### config.mk
export PLATFORM = sky130hd
export DESIGN_NAME = tw_slave_frontend
export DESIGN_NICKNAME = d
export VERILOG_FILES = /design/src/rtl/tw_slave_pkg.sv /design/src/rtl/tw_sync.sv /design/src/rtl/tw_cond.sv /design/src/rtl/tw_engine.sv /design/src/rtl/tw_slave_frontend.sv
export SDC_FILE = /design/constraint.sdc
export NUM_CORES = 1
export LEC_CHECK = 0
export BUFFER_PORTS_ARGS = -buffer_cell sky130_fd_sc_hd__buf_2
export CORE_MARGIN = 4
export CORE_UTILIZATION = 56
export DETAILED_ROUTE_END_ITERATION = 8
export GPL_TIMING_DRIVEN = 1
export PLACE_DENSITY = 0.85
export SLEW_MARGIN = 20
export SYNTH_ARGS = -nofsm -noshare
export SYNTH_HDL_FRONTEND = slang
export SYNTH_SLANG_ARGS = --single-unit
export TNS_END_PERCENT = 50
### constraint.sdc
create_clock -name clk -period 2.58 [get_ports clk]
set_input_delay 0.129 -clock clk [delete_from_list [all_inputs] [get_ports clk]]
set_output_delay 0.129 -clock clk [all_outputs]
set_load 0.1 [all_outputs]
### src/rtl/tw_slave_pkg.sv
package tw_slave_pkg;

  localparam int BYTE_W = 8;
  localparam int CNT_W  = $clog2(BYTE_W + 1);
  localparam logic [3:0] DEV_PREFIX = 4'b1010;

  typedef enum logic [2:0] {
    ST_IDLE,   // ignoring the bus until START
    ST_RECV,   // shifting in address or write data
    ST_ACK,    // holding the acknowledge through the ninth clock
    ST_SEND,   // shifting out a read byte
    ST_MACK,   // sampling the master acknowledge
    ST_LOAD    // master acknowledged, next byte goes out on the falling edge
  } fe_state_t;

  // Device address check: prefix always, strap bits unless disabled.
  function automatic logic addr_hit(input logic [BYTE_W-1:0] b,
                                    input logic [2:0]        strap,
                                    input logic              off);
    return (b[7:4] == DEV_PREFIX) && (off || (b[3:1] == strap));
  endfunction

endpackage

### src/rtl/tw_sync.sv
module tw_sync #(
  parameter int STAGES = 2,
  parameter int WIDTH  = 2
) (
  input  logic             clk,
  input  logic             rst_n,
  input  logic [WIDTH-1:0] d,
  output logic [WIDTH-1:0] q
);

  // One flop chain per line; idle bus level is high, so reset to 1.
  for (genvar i = 0; i < WIDTH; i++) begin : g_line
    logic [STAGES-1:0] chain;
    always_ff @(posedge clk or negedge rst_n) begin
      if (!rst_n) chain <= '1;
      else        chain <= {chain[STAGES-2:0], d[i]};
    end
    assign q[i] = chain[STAGES-1];
  end

endmodule

### src/rtl/tw_cond.sv
module tw_cond (
  input  logic clk,
  input  logic rst_n,
  input  logic scl_lvl,
  input  logic sda_lvl,
  output logic scl_rise,
  output logic scl_fall,
  output logic start_c,
  output logic stop_c
);

  logic scl_prv, sda_prv;

  always_ff @(posedge clk or negedge rst_n) begin
    if (!rst_n) begin
      scl_prv <= 1'b1;
      sda_prv <= 1'b1;
    end else begin
      scl_prv <= scl_lvl;
      sda_prv <= sda_lvl;
    end
  end

  logic scl_steady_high;
  assign scl_steady_high = scl_lvl & scl_prv;

  assign scl_rise = scl_lvl & ~scl_prv;
  assign scl_fall = ~scl_lvl & scl_prv;
  assign start_c  = scl_steady_high & sda_prv & ~sda_lvl;
  assign stop_c   = scl_steady_high & ~sda_prv & sda_lvl;

endmodule

### src/rtl/tw_engine.sv
module tw_engine
  import tw_slave_pkg::*;
(
  input  logic              clk,
  input  logic              rst_n,
  input  logic              scl_lvl,
  input  logic              sda_lvl,
  input  logic              scl_rise,
  input  logic              scl_fall,
  input  logic              start_c,
  input  logic              stop_c,
  input  logic [2:0]        strap_addr,
  input  logic              strap_off,
  input  logic              core_busy,
  output logic              pull,
  output logic              sel_valid,
  output logic              sel_read,
  output logic              rx_valid,
  input  logic              rx_ready,
  output logic [BYTE_W-1:0] rx_data,
  input  logic              tx_valid,
  output logic              tx_ready,
  input  logic [BYTE_W-1:0] tx_data,
  output logic              mack_valid,
  output logic              mack_more,
  output logic              bus_stop
);

  localparam logic [CNT_W-1:0] FULL = CNT_W'(BYTE_W);

  fe_state_t         state;
  logic [CNT_W-1:0]  cnt;
  logic [BYTE_W-1:0] sh;
  logic              is_addr;
  logic              rd;
  logic [BYTE_W-1:0] tx_hold;
  logic              tx_have;
  logic [BYTE_W-1:0] next_out;

  // Byte to start shifting out: the offered one, or all-ones (line released).
  assign next_out = tx_have ? tx_hold : '1;

  // No capture in the falling-edge cycle, so a byte cannot be lost between capture and load.
  assign tx_ready = !tx_have && !scl_fall && !start_c && !stop_c &&
                    ((state == ST_ACK && rd) || state == ST_LOAD);

  always_ff @(posedge clk or negedge rst_n) begin
    if (!rst_n) begin
      state      <= ST_IDLE;
      cnt        <= '0;
      sh         <= '0;
      is_addr    <= 1'b0;
      rd         <= 1'b0;
      pull       <= 1'b0;
      sel_valid  <= 1'b0;
      sel_read   <= 1'b0;
      rx_valid   <= 1'b0;
      rx_data    <= '0;
      tx_hold    <= '0;
      tx_have    <= 1'b0;
      mack_valid <= 1'b0;
      mack_more  <= 1'b0;
      bus_stop   <= 1'b0;
    end else begin
      sel_valid  <= 1'b0;
      mack_valid <= 1'b0;
      bus_stop   <= 1'b0;
      if (rx_valid && rx_ready) rx_valid <= 1'b0;
      if (tx_ready && tx_valid) begin
        tx_hold <= tx_data;
        tx_have <= 1'b1;
      end

      if (stop_c) begin
        state    <= ST_IDLE;
        pull     <= 1'b0;
        bus_stop <= 1'b1;
        tx_have  <= 1'b0;
      end else if (start_c) begin
        state   <= ST_RECV;
        is_addr <= 1'b1;
        cnt     <= '0;
        pull    <= 1'b0;
        tx_have <= 1'b0;
      end else begin
        unique case (state)
          ST_IDLE: ;
          ST_RECV: begin
            if (scl_rise && cnt != FULL) begin
              sh  <= {sh[BYTE_W-2:0], sda_lvl};
              cnt <= cnt + 1'b1;
            end
            if (scl_fall && cnt == FULL) begin
              if (is_addr) begin
                if (addr_hit(sh, strap_addr, strap_off) && !core_busy) begin
                  pull      <= 1'b1;
                  rd        <= sh[0];
                  sel_valid <= 1'b1;
                  sel_read  <= sh[0];
                  state     <= ST_ACK;
                end else begin
                  state <= ST_IDLE;
                end
              end else begin
                rx_data  <= sh;
                rx_valid <= 1'b1;
                pull     <= 1'b1;
                state    <= ST_ACK;
              end
            end
          end
          ST_ACK: begin
            if (scl_fall) begin
              is_addr <= 1'b0;
              if (rd) begin
                sh      <= next_out;
                pull    <= ~next_out[BYTE_W-1];
                cnt     <= CNT_W'(1);
                tx_have <= 1'b0;
                state   <= ST_SEND;
              end else begin
                pull  <= 1'b0;
                cnt   <= '0;
                state <= ST_RECV;
              end
            end
          end
          ST_SEND: begin
            if (scl_fall) begin
              if (cnt == FULL) begin
                pull  <= 1'b0;
                state <= ST_MACK;
              end else begin
                pull <= ~sh[BYTE_W-2];
                sh   <= {sh[BYTE_W-2:0], 1'b1};
                cnt  <= cnt + 1'b1;
              end
            end
          end
          ST_MACK: begin
            if (scl_rise) begin
              mack_valid <= 1'b1;
              mack_more  <= ~sda_lvl;
              state      <= sda_lvl ? ST_IDLE : ST_LOAD;
            end
          end
          ST_LOAD: begin
            if (scl_fall) begin
              sh      <= next_out;
              pull    <= ~next_out[BYTE_W-1];
              cnt     <= CNT_W'(1);
              tx_have <= 1'b0;
              state   <= ST_SEND;
            end
          end
          default: state <= ST_IDLE;
        endcase
      end
    end
  end

  // the pull-down only moves while the synchronized bus clock is low
  p_pull_low_only_r2: assert property (@(posedge clk) disable iff (!rst_n)
    !$stable(pull) |-> !scl_lvl);

  // every selection pulse comes with the acknowledge pull
  p_sel_acks_r3: assert property (@(posedge clk) disable iff (!rst_n)
    sel_valid |-> pull);

  // a busy core silences the address slot
  p_busy_silent_r6: assert property (@(posedge clk) disable iff (!rst_n)
    (state == ST_RECV && is_addr && scl_fall && cnt == FULL && core_busy && !start_c && !stop_c)
    |=> (!pull && !sel_valid && state == ST_IDLE));

  // a received byte stays offered until taken
  p_rx_hold_r7: assert property (@(posedge clk) disable iff (!rst_n)
    (rx_valid && !rx_ready) |=> rx_valid);

  // the master acknowledge slot is never driven by the slave
  p_mack_release_r9: assert property (@(posedge clk) disable iff (!rst_n)
    mack_valid |-> !pull);

  // STOP releases the line and parks the block
  p_stop_release_r11: assert property (@(posedge clk) disable iff (!rst_n)
    stop_c |=> (!pull && state == ST_IDLE && bus_stop));

endmodule

### src/rtl/tw_slave_frontend.sv
module tw_slave_frontend #(
  parameter int SYNC_STAGES = 2
) (
  input  logic       clk,
  input  logic       rst_n,
  input  logic       scl_i,
  input  logic       sda_i,
  output logic       sda_pull,
  input  logic [2:0] strap_addr,
  input  logic       strap_off,
  input  logic       core_busy,
  output logic       sel_valid,
  output logic       sel_read,
  output logic       rx_valid,
  input  logic       rx_ready,
  output logic [7:0] rx_data,
  input  logic       tx_valid,
  output logic       tx_ready,
  input  logic [7:0] tx_data,
  output logic       mack_valid,
  output logic       mack_more,
  output logic       bus_stop
);

  logic [1:0] lines_s;
  logic scl_rise, scl_fall, start_c, stop_c;

  tw_sync #(.STAGES(SYNC_STAGES), .WIDTH(2)) u_sync (
    .clk   (clk),
    .rst_n (rst_n),
    .d     ({scl_i, sda_i}),
    .q     (lines_s)
  );

  tw_cond u_cond (
    .clk      (clk),
    .rst_n    (rst_n),
    .scl_lvl  (lines_s[1]),
    .sda_lvl  (lines_s[0]),
    .scl_rise (scl_rise),
    .scl_fall (scl_fall),
    .start_c  (start_c),
    .stop_c   (stop_c)
  );

  tw_engine u_engine (
    .clk        (clk),
    .rst_n      (rst_n),
    .scl_lvl    (lines_s[1]),
    .sda_lvl    (lines_s[0]),
    .scl_rise   (scl_rise),
    .scl_fall   (scl_fall),
    .start_c    (start_c),
    .stop_c     (stop_c),
    .strap_addr (strap_addr),
    .strap_off  (strap_off),
    .core_busy  (core_busy),
    .pull       (sda_pull),
    .sel_valid  (sel_valid),
    .sel_read   (sel_read),
    .rx_valid   (rx_valid),
    .rx_ready   (rx_ready),
    .rx_data    (rx_data),
    .tx_valid   (tx_valid),
    .tx_ready   (tx_ready),
    .tx_data    (tx_data),
    .mack_valid (mack_valid),
    .mack_more  (mack_more),
    .bus_stop   (bus_stop)
  );

endmodule

== Yosys cells after proc, flatten, opt, wreduce, memory -nomap -nowiden ==
Cells that the tools add are included.
W data, S select, Z words.
Cells by class
  multiply operators: 0
  order comparisons: 0
  shifts and indexed selects: 0
  add/sub/neg operators: 1
  muxes and demuxes: 67
  reduce and logical (&&, ||, !) cells: 32
  bitwise operators: 16
  divide/modulo/power cells: 0
  eq/ne operators: 28
Operators with widths (number)
  $mux W8: 7
  $mux W1: 37
  $pmux W8 S4: 1
  $mux W3: 9
  $mux W4: 6
  $ne A4 B1 Y1 const B: 6
  $pmux W3 S6: 1
  $pmux W4 S4: 1
  $ne A3 B1 Y1 const B: 5
  $reduce_and A7 Y1: 2
  $reduce_and A6 Y1: 2
  $logic_and A1 B1 Y1: 11
  $ne A2 B1 Y1 const B: 5
  $not A1 Y1: 9
  $reduce_and A9 Y1: 1
  $eq A4 B4 Y1 const B: 2
  $and A1 B1 Y1: 7
  $eq A3 B2 Y1 const B: 2
  $eq A3 B3 Y1 const B: 2
  $mux W2: 3
  $reduce_bool A6 Y1: 1
  $logic_not A1 Y1: 5
  $ne A5 B3 Y1 const B: 1
  $reduce_and A5 Y1: 1
  15 further kinds: 17
Word-level totals
  input port bits: 19
  latch bits: 0
  register bits: 46
  memory bits (writable): 0
  memory bits (read-only): 0
  word-level logic and storage cells: 162
  memories kept: 0

== Depth between registers and ports, before layout ==
Gate-level depths: netlist (run 1).
  depth after elaboration: 14
  depth in mapped cells: 7

== Cells and area by module ==
A second synthesis (run 1) with hierarchy kept.
Second synthesis, totals
  cell total of the unflattened synthesis: 212
  area, all modules: 2393.5 sq um
By module, submodules not included
  tw_engine: instances 1, area each 2188.3 sq um, seq. area each 1001.0 sq um, cells an instance 200
  tw_sync: instances 1, area each 120.1 sq um, seq. area each 105.1 sq um, cells an instance 6
  tw_cond: instances 1, area each 85.1 sq um, seq. area each 52.6 sq um, cells an instance 6

== Worst setup path before layout (run 1) ==
No wires, ideal clock.
  path type: flip-flop to flip-flop
  from: register u_engine.rd
  to: register u_engine.tx_hold[6]
  stages on the path, launching flop included: 5
  data arrival time: 2986 ps
  path slack: -534 ps
  clock period less this slack: 3114 ps
  path buffers: 0
  required time: 2452 ps
  cell sequence: dfrtp_1 nand3_2 a2111oi_4 nand2_4 mux2_1
On the way
  longest elaborated chain between the ends: 4
RTL lines
  start: declaration: RTL line tw_engine.sv:35  | logic rd;
  start signal: assignment: RTL line tw_engine.sv:97  | rd <= sh[0];
  $logic_and A1 B1 Y1: RTL line tw_engine.sv:45  | ((state == ST_ACK && rd) || state == ST_LOAD);
  $logic_or A1 B1 Y1: RTL line tw_engine.sv:45
  $logic_and A1 B1 Y1: RTL line tw_engine.sv:44  | assign tx_ready = !tx_have && !scl_fall && !start_c && !stop_c &&
  named net tx_ready: RTL line tw_slave_frontend.sv:18  | output logic tx_ready,
  $logic_and A1 B1 Y1: RTL line tw_engine.sv:69  | if (tx_ready && tx_valid) begin
  end signal: assignment: RTL line tw_engine.sv:70  | tx_hold <= tx_data;
  end: declaration: RTL line tw_engine.sv:36  | logic [BYTE_W-1:0] tx_hold;
The timed path passes the listed nets, and every way through them passes these cells.
A chain may end at the register's enable or synchronous reset.

== Final worst setup path (run 1) ==
  from: register u_engine.state[2]
  to: output port tx_ready
On the way
  longest elaborated chain between the ends: 4
  elaborated cells between the ends (all ways): 5
  classes of those cells: 2 x eq/ne; 3 x reduce/logical
RTL lines
  start: declaration: RTL line tw_engine.sv:31  | fe_state_t state;
  start signal: assignment: RTL line tw_engine.sv:144  | state <= sda_lvl ? ST_IDLE : ST_LOAD;
  $eq A3 B2 Y1: RTL line tw_engine.sv:45
  $logic_and A1 B1 Y1: RTL line tw_engine.sv:45
  $logic_or A1 B1 Y1 *: RTL line tw_engine.sv:45
  $logic_and A1 B1 Y1 *: RTL line tw_engine.sv:44
  end: declaration: RTL line tw_slave_frontend.sv:18
Mark *: on every way between the ends. The rest lies on a longest branch, timed or not.

==> metrics.cfg, run 1 <==
[critical_path]
worstSetupEndpointType=output pin
slowest_delay_ns=0.58
required_ns=2.45
path_delay_family=flip-flops
cp_data_arrival_time_ns=2.26
crit_type=reg -> out
start_kind=register
cp_slowest_cell=dfrtp_1
critPathBufInv=1
crit_chain=and2b_2, nand3_2, a2111oi_4, buf_2
crit_fanout=14

[cells_and_area]
fin_nets=273
drive_above_1_share_pct=35.57
final_cell_mix=39 x dfrtp_1, 34 x buf_2, 23 x mux2_2, 15 x nor2_1, 14 x inv_1
final_common_cell=dfrtp_1
area_growth_pct=15.24
nFillCells=320
design_area_um2=2706
insertedDiodeCount=0

[timing]
fin_crit_ns=2.388
slew_headroom_pct=49.91
worstMarginPinSlew_ns=0.7513
rsz0062_at_grt=no
fmax_mhz=418.7
worst_slack_ns=0.1918
maxSlewViolCount=0
finClkSkew_ns=0.007910
finalHoldViolCount=0
setup_viol=0
fin_crit_sh_pct=92.57

[logic_synthesis]
ys_types=53
yosys-top-cells-area=dfrtp_1 43%, mux2_2 11%, dfstp_2 6.7%
synth_flop_cell=dfrtp_1
synthCells=212
synth_top_area_cell=dfrtp_1
syn_area_um2=2349
synthArstFlopShare_pct=100.0
yosysSeqAreaShare_pct=49.33
syn_nets=233
synth_warnings=0
ys_ff_latch=46
synth_edf_count=0
synth.top_cell.area_share_pct=42.62
avgSynthCellArea_um2=11.08

[placed_design]
place_ws_ns=0.5133
gp_congestion=0.8909
dp_hpwl_um=3592
portBuffers=34
postPlaceCellArea_um2=2560

[route]
via_count=1743
drt_wl_total_um=4777
dr.first_iter.drc_count=110
wl_per_cell_um=15.77
drc_errors=0
via_per_inst=5.752
ant_nets=0
firstDrtPassIters=4

[status]
status=complete, no violations

[clock_tree]
clkTransAtPathRegs_ns=0.08
cts-root-buf=clkbuf_8
cts-buffers-inserted=5
htreeDepth=2
clock_latency_ns=0.30
cts_tree=done
cts_buffer_depth=2
cts_sinks=46
cts_resized=0

[floorplan]
core-area_um2=4029
die-width_um=72.76
ioPinCount=35
rows=23
die-area_um2=5294
die_h_um=72.76
initial_core_util_pct=58.29

[run]
cap_violations=0

[grt]
grt_pass1_wl_um=8542
grt_max_degree=36
grtUsageTotal_pct=20.96
grt_overflow=0
antenna_found_initial=0
grt_pass1_vias=1763

[pwr]
power_mw=2.090
cellPowerDensity_nw_per_um2=772.1
p_leak_nw=1.296
irDropWorstVdd_uv=569.0

[worst_hold_path]
worstHoldPathType=in -> reg

## what timing repair did
action                                  CTS  global route
hold endpoints to repair                 34             0
setup buffers                             0             0
hold buffers                              3             0
endpoints found under the setup margin    0             0
## layer usage
layer / track usage (%) / up-vias / wire length, µm / share of wire [%]
li1: - / 838 / - / -
met1: 29.55 / 846 / 2125 / 44
met2: 32.46 / 49 / 2320 / 49
met3: 4.683 / 10 / 244 / 5.1
met4: 6.352 / 0 / 85 / 1.8
met5: 0 / - / 0 / 0
## synthesized netlist by cell type, types with 2 or more instances
cell type and n:
nand2_2 2, ha_1 2, dfstp_2 6, nand3_1 7
o31ai_1 2, buf_4 2, buf_2 2, inv_1 14
mux2_1 3, o22ai_1 2, o21ai_0 12, nand2b_1 7
o211ai_1 3, xnor2_1 3, a21oi_1 4, nor2_1 15
and3_1 2, o21ai_1 2, nor3b_1 2, nor3_1 4
dfrtp_1 40, mux2_2 23, nand2_1 13, and2b_2 3
a31oi_1 9
## state kept, by name, indices dropped and copies added, names as in the netlist, 3 cells and up
signal and flops:
u_engine.cnt 4, u_engine.rx_data 8, u_engine.sh 8, u_engine.state 3, u_engine.tx_hold 8, u_sync.g_line.chain 4
## power by group
group | switching, mW | leakage [nW] | total, mW | internal, mW
Sequential | 0.156 | 0.594 | 0.986 | 0.830
Combinational | 0.305 | 0.643 | 0.554 | 0.248
Clock | 0.234 | 0.0585 | 0.550 | 0.316
## worst paths after layout
check / slack (ns) / end / depth (start not counted) / from
min: 0.04 / u_engine.tx_hold[6] / 2 / tx_data[6]
min reg2reg: 0.36 / u_sync.g_line[0].chain[1] / 0 / u_sync.g_line[0].chain[0]
max: 0.19 / tx_ready / 4 / u_engine.state[2]
max in group asynchronous: 1.41 / u_cond.scl_prv / 3 / rst_n
max reg2reg: 0.48 / u_engine.sh[3] / 7 / u_engine.cnt[0]
min in group asynchronous: 0.43 / u_engine.rx_valid / 2 / rst_n
## stage by stage
stage               hold slack, ns  util, %  cells  setup TNS, ns
floorplan                  -0.1666        -    212         -1.194
global placement            0.2343    63.54    292              0
detailed placement          0.2352    63.54    292              0
CTS                        0.03441    67.17    303              0
global route               0.05642    67.17    303              0
finish                     0.04080    67.17    303              0
## cells by family (layout without fill, tap and decap cells)
kind of cell	count (synthesis)	in the layout	share of synthesized area, %
simple gates	70	70	18.11
flops	46	46	49.33
compound gates	44	44	13.53
mux	27	27	12.89
buf+inv	20	61	3.942
xor+xnor	3	3	1.119
fa+ha+maj	2	2	1.065
## cell type report
class                           count  area, µm²  share of cell area [%]
Clock buffer                        7      86.33                   3.190
Clock inverter                      1      30.03                   1.110
Inverter                           14      52.55                   1.942
Multi-Input combinational cell    146       1097                   40.55
Sequential cell                    46       1162                   42.95
Tap cell                           50      62.56                   2.312
Timing Repair Buffer               39      215.2                   7.952
## worst register-to-register path: stages, from the launching register on
cell and delay, ns:
dfrtp_1 0.40, inv_1 0.07, ha_1 0.21, and3b_1 0.23, o21ai_0 0.17, a21oi_1 0.12
a211oi_4 0.40, mux2_2 0.39
Power figures use the tool's default switching activity.
==> inputs of run 2 (changes only) <==
--- a/config.mk
+++ b/config.mk
@@ -7,10 +7,10 @@
 export LEC_CHECK = 0
 export BUFFER_PORTS_ARGS = -buffer_cell sky130_fd_sc_hd__buf_2
 export CORE_MARGIN = 4
-export CORE_UTILIZATION = 56
+export CORE_UTILIZATION = 50
 export DETAILED_ROUTE_END_ITERATION = 8
 export GPL_TIMING_DRIVEN = 1
-export PLACE_DENSITY = 0.85
+export PLACE_DENSITY = 0.77
 export SLEW_MARGIN = 20
 export SYNTH_ARGS = -nofsm -noshare
 export SYNTH_HDL_FRONTEND = slang
==> metrics.cfg, run 2 (synthesized netlist as in run 1, its figures left out) <==
[status]
status=complete, no violations

[timing]
maxSlewViolCount=0
worst_slack_ns=0.1406
fin_crit_sh_pct=94.55
fin_setup_tns_ns=0
whs_ns=0.05009
fmax_mhz=409.9
finalHoldViolCount=0
worstMarginPinSlew_ns=0.6714
setup_viol=0
slew_headroom_pct=55.24
finClkSkew_ns=0.007388
fin_crit_ns=2.439
rsz0062_at_grt=no

[grt]
grt_pass1_vias=1689
grtUsageTotal_pct=17.40
grt_max_degree=32
antenna_found_initial=0
grt_overflow=0
grt_pass1_wl_um=8176

[cells_and_area]
final_cell_mix=39 x dfrtp_1, 34 x buf_2, 23 x mux2_2, 15 x nor2_1, 14 x inv_1
final_common_cell=dfrtp_1
drive_above_1_share_pct=35.83
post-route-util_pct=60.64
fin_nets=274
top_regs=u_engine.rx_data: 8 flops, u_engine.sh: 8 flops, u_engine.tx_hold: 8 flops
nFillCells=374
insertedDiodeCount=0
regArea_um2=1162
instances_no_fill=306
area_growth_pct=14.76
design_area_um2=2695
multi_input_area_um2=1097

[route]
wl_per_cell_um=15.58
drc_errors=0
firstDrtPassIters=4
via_count=1717
via_per_inst=5.611
ant_nets=0
dr.first_iter.drc_count=105
drt_wl_total_um=4767

[critical_path]
reg2reg_slack_ns=0.44
worstSetupEndpointType=output pin
required_ns=2.45
rr_startpoint=u_engine.cnt[0]
crit_fanout=14
crit_type=reg -> out
critPathLaunch=u_engine.state[2]
start_kind=register
cp_data_arrival_time_ns=2.31

[placed_design]
postPlaceCellArea_um2=2570
placed_cells=295
portBuffers=34
gp_congestion=0.9042
dp_hpwl_um=3671
place_ws_ns=0.4796

[clock_tree]
cts-root-buf=clkbuf_8
cts_tree=done
cts-buffers-inserted=5
cts_resized=0
htreeDepth=2
clock_latency_ns=0.30
post_cts_buffers=0
clkTransAtPathRegs_ns=0.08
cts_sinks=46
cts_buffer_depth=2

[floorplan]
ioPinCount=35
initial_core_util_pct=52.84
die-area_um2=5858
die_h_um=76.54
core-area_um2=4444
die-width_um=76.54
rows=24

[pwr]
power_mw=1.985
irDropWorstVdd_uv=367.4
p_leak_nw=1.291
cellPowerDensity_nw_per_um2=736.6

[worst_hold_path]
hold_start=tx_data[6]
worstHoldPathType=in -> reg

[run]
cap_violations=0

[run 2: cell count changes in the layout (fill, tap and decap cells not counted)]
cell	delta
inv_6	+1
bufinv_16	-1
buf_4	+1
[run 2: repair_timing]
action                                  in CTS  in global routing
hold endpoints to repair                    25                  0
hold buffers                                 3                  0
endpoints found under the setup margin       0                  0
[run 2: final timing paths]
path	to	cells after the start
worst min-delay path	u_engine.tx_hold[6]	2
min in group asynchronous	u_engine.sel_valid	2
max in group asynchronous	u_engine.rx_data[2]	3
worst max-delay path	tx_ready	4
worst max register to register	u_engine.sh[2]	7
worst min register to register	u_sync.g_line[0].chain[1]	0
[run 2: layout make-up]
| type | count | share of cell area (%) |
|---|---|---|
| Timing Repair Buffer | 40 | 8.264 |
| Inverter | 14 | 1.950 |
| Sequential cell | 46 | 43.13 |
| Multi-Input combinational cell | 146 | 40.71 |
| Clock inverter | 1 | 0.3250 |
| Tap cell | 52 | 2.414 |
| Clock buffer | 7 | 3.203 |
[run 2: power by group]
part	internal [mW]	switching, mW
combinational	0.249	0.299
clock	0.221	0.236
sequential	0.831	0.150
total	1.30	0.685
[run 2: per-layer routing]
| layer | track usage (%) | up-vias | wire length (µm) |
|---|---|---|---|
| li1 | - | 833 | - |
| met1 | 23.35 | 827 | 2153 |
| met2 | 27.33 | 49 | 2269 |
| met3 | 4.137 | 8 | 270 |
| met4 | 6.522 | 0 | 74 |
| met5 | 0 | - | 0 |
[run 2: critical path, cell delays in order (launching register included)]
cell and delay [ns]:
dfrtp_1 0.57, and2b_2 0.35, nand3_2 0.12, a2111oi_4 0.47
buf_2 0.50
==> inputs of run 3 (changes only) <==
--- a/config.mk
+++ b/config.mk
@@ -8,9 +8,11 @@
 export BUFFER_PORTS_ARGS = -buffer_cell sky130_fd_sc_hd__buf_2
 export CORE_MARGIN = 4
 export CORE_UTILIZATION = 50
+export CTS_BUF_LIST = sky130_fd_sc_hd__clkbuf_16
 export DETAILED_ROUTE_END_ITERATION = 8
 export GPL_TIMING_DRIVEN = 1
 export PLACE_DENSITY = 0.77
+export REMOVE_ABC_BUFFERS = 1
 export SLEW_MARGIN = 20
 export SYNTH_ARGS = -nofsm -noshare
 export SYNTH_HDL_FRONTEND = slang
==> metrics.cfg, run 3 (synthesized netlist as in run 1, its figures left out) <==
[timing]
fin_crit_sh_pct=91.36
fin_crit_ns=2.357
worst_slack_ns=0.2228
finClkSkew_ns=0.005712
whs_ns=0.05529
maxSlewViolCount=0
rsz0062_at_grt=no
worstMarginPinSlew_ns=0.6456
fmax_mhz=424.2
slew_headroom_pct=56.64
finalHoldViolCount=0
setup_viol=0

[critical_path]
slowest_delay_ns=0.58
crit_type=reg -> out
crit_fanout=14
crit_chain=and2b_2, nand3_2, a2111oi_4, buf_2
start_kind=register
cp_slowest_cell=dfrtp_1
required_ns=2.45
path_delay_family=flip-flops
cp_data_arrival_time_ns=2.23
worstSetupEndpointType=output pin
critPathBufInv=1
critPathLaunch=u_engine.state[2]
reg2reg_slack_ns=0.46
ff2ff_path_depth=7
r2r-end=u_engine.sh[1]
rr_startpoint=u_engine.cnt[0]

[clock_tree]
cts_buffer_depth=2
clkTransAtPathRegs_ns=0.06
clock_latency_ns=0.29
cts-buffers-inserted=5
cts_sinks=46
htreeDepth=2
cts_tree=done
cts-root-buf=clkbuf_16

[cells_and_area]
nFillCells=361
drive_above_1_share_pct=35.32
top_regs=u_engine.rx_data: 8 flops, u_engine.sh: 8 flops, u_engine.tx_hold: 8 flops
regArea_um2=1159
fin_nets=272
design_area_um2=2753
final_common_cell=dfrtp_1
multi_input_area_um2=1097
area_growth_pct=17.21
post-route-util_pct=61.94
insertedDiodeCount=0
final_cell_mix=40 x dfrtp_1, 33 x buf_2, 23 x mux2_2, 15 x nor2_1, 14 x inv_1

[grt]
grt_max_degree=47
grt_pass1_wl_um=8438
grtUsageTotal_pct=18.05
grt_pass1_vias=1762
antenna_found_initial=0
grt_overflow=0

[route]
dr.first_iter.drc_count=111
via_per_inst=5.668
drc_errors=0
ant_nets=0
firstDrtPassIters=4
wl_per_cell_um=16.01
via_count=1723
drt_wl_total_um=4866

[placed_design]
dp_hpwl_um=3532
place_ws_ns=0.5026
gp_congestion=0.8625
portBuffers=34
postPlaceCellArea_um2=2551

[floorplan]
die_h_um=76.54
die-width_um=76.54
core-area_um2=4444
die-area_um2=5858
rows=24
initial_core_util_pct=52.84
ioPinCount=35

[worst_hold_path]
worstHoldPathType=in -> reg
min_path_cells=2
hold_start=tx_data[6]
min_to=u_engine.tx_hold[6]

[pwr]
p_leak_nw=1.320
irDropWorstVdd_uv=463.4
cellPowerDensity_nw_per_um2=824.9
power_mw=2.271

[status]
status=complete, no violations

[run]
cap_violations=0

## run 3: changes by cell type in the layout (fill, tap and decap cells not counted), sizes merged
| cell | delta |
|---|---|
| buf | -2 |
| clkbuf | -2 |
| bufinv | +1 |
| clkinv | +1 |
## run 3: cell type report
class,instances,area share [%]
clock buffer,5,4.545
clock inverter,3,1.591
inverter,14,1.909
multi-input combinational,146,39.86
sequential,46,42.09
tap,52,2.364
timing repair buffer,38,7.636
## run 3: what timing repair did
action | in CTS | in global routing
setup buffers | 0 | 0
resized for setup | 0 | 0
hold endpoints to repair | 2 | 40
hold buffers | 2 | 1
## run 3: worst reg2reg max path, stage by stage, from the launching register on
cell and delay (ns):
dfrtp_1 0.38, inv_1 0.07, ha_1 0.20, and3b_1 0.22
o21ai_0 0.18, a21oi_1 0.12, a211oi_4 0.43, mux2_2 0.39
## run 3: worst max-delay path by stage
stage                                     end  cells past startpoint
after global routing                 tx_ready                      4
final                                tx_ready                      4
after detailed placement       u_engine.sh[1]                      7
after floorplan           u_engine.tx_hold[6]                      4
after CTS                            tx_ready                      4
after global placement         u_engine.sh[4]                      7
## run 3: per-layer routing
layer | track usage (%) | vias to the layer above | routed length (µm)
li1 | - | 840 | -
met1 | 24.60 | 823 | 2240
met3 | 4.610 | 7 | 280
met4 | 6.703 | 0 | 65
met5 | 0 | - | 0
met2 | 27.77 | 53 | 2279
## run 3: metrics by stage
stage / cells / setup TNS [ns]
after floorplan: 206 / -4.012
after global placement: 293 / 0
after detailed placement: 293 / 0
after CTS: 303 / 0
after global routing: 304 / 0
final: 304 / 0
## run 3: power by group
group	total [mW]	switching, mW	internal [mW]
clock	0.721	0.263	0.458
sequential	0.991	0.160	0.832
combinational	0.559	0.311	0.247
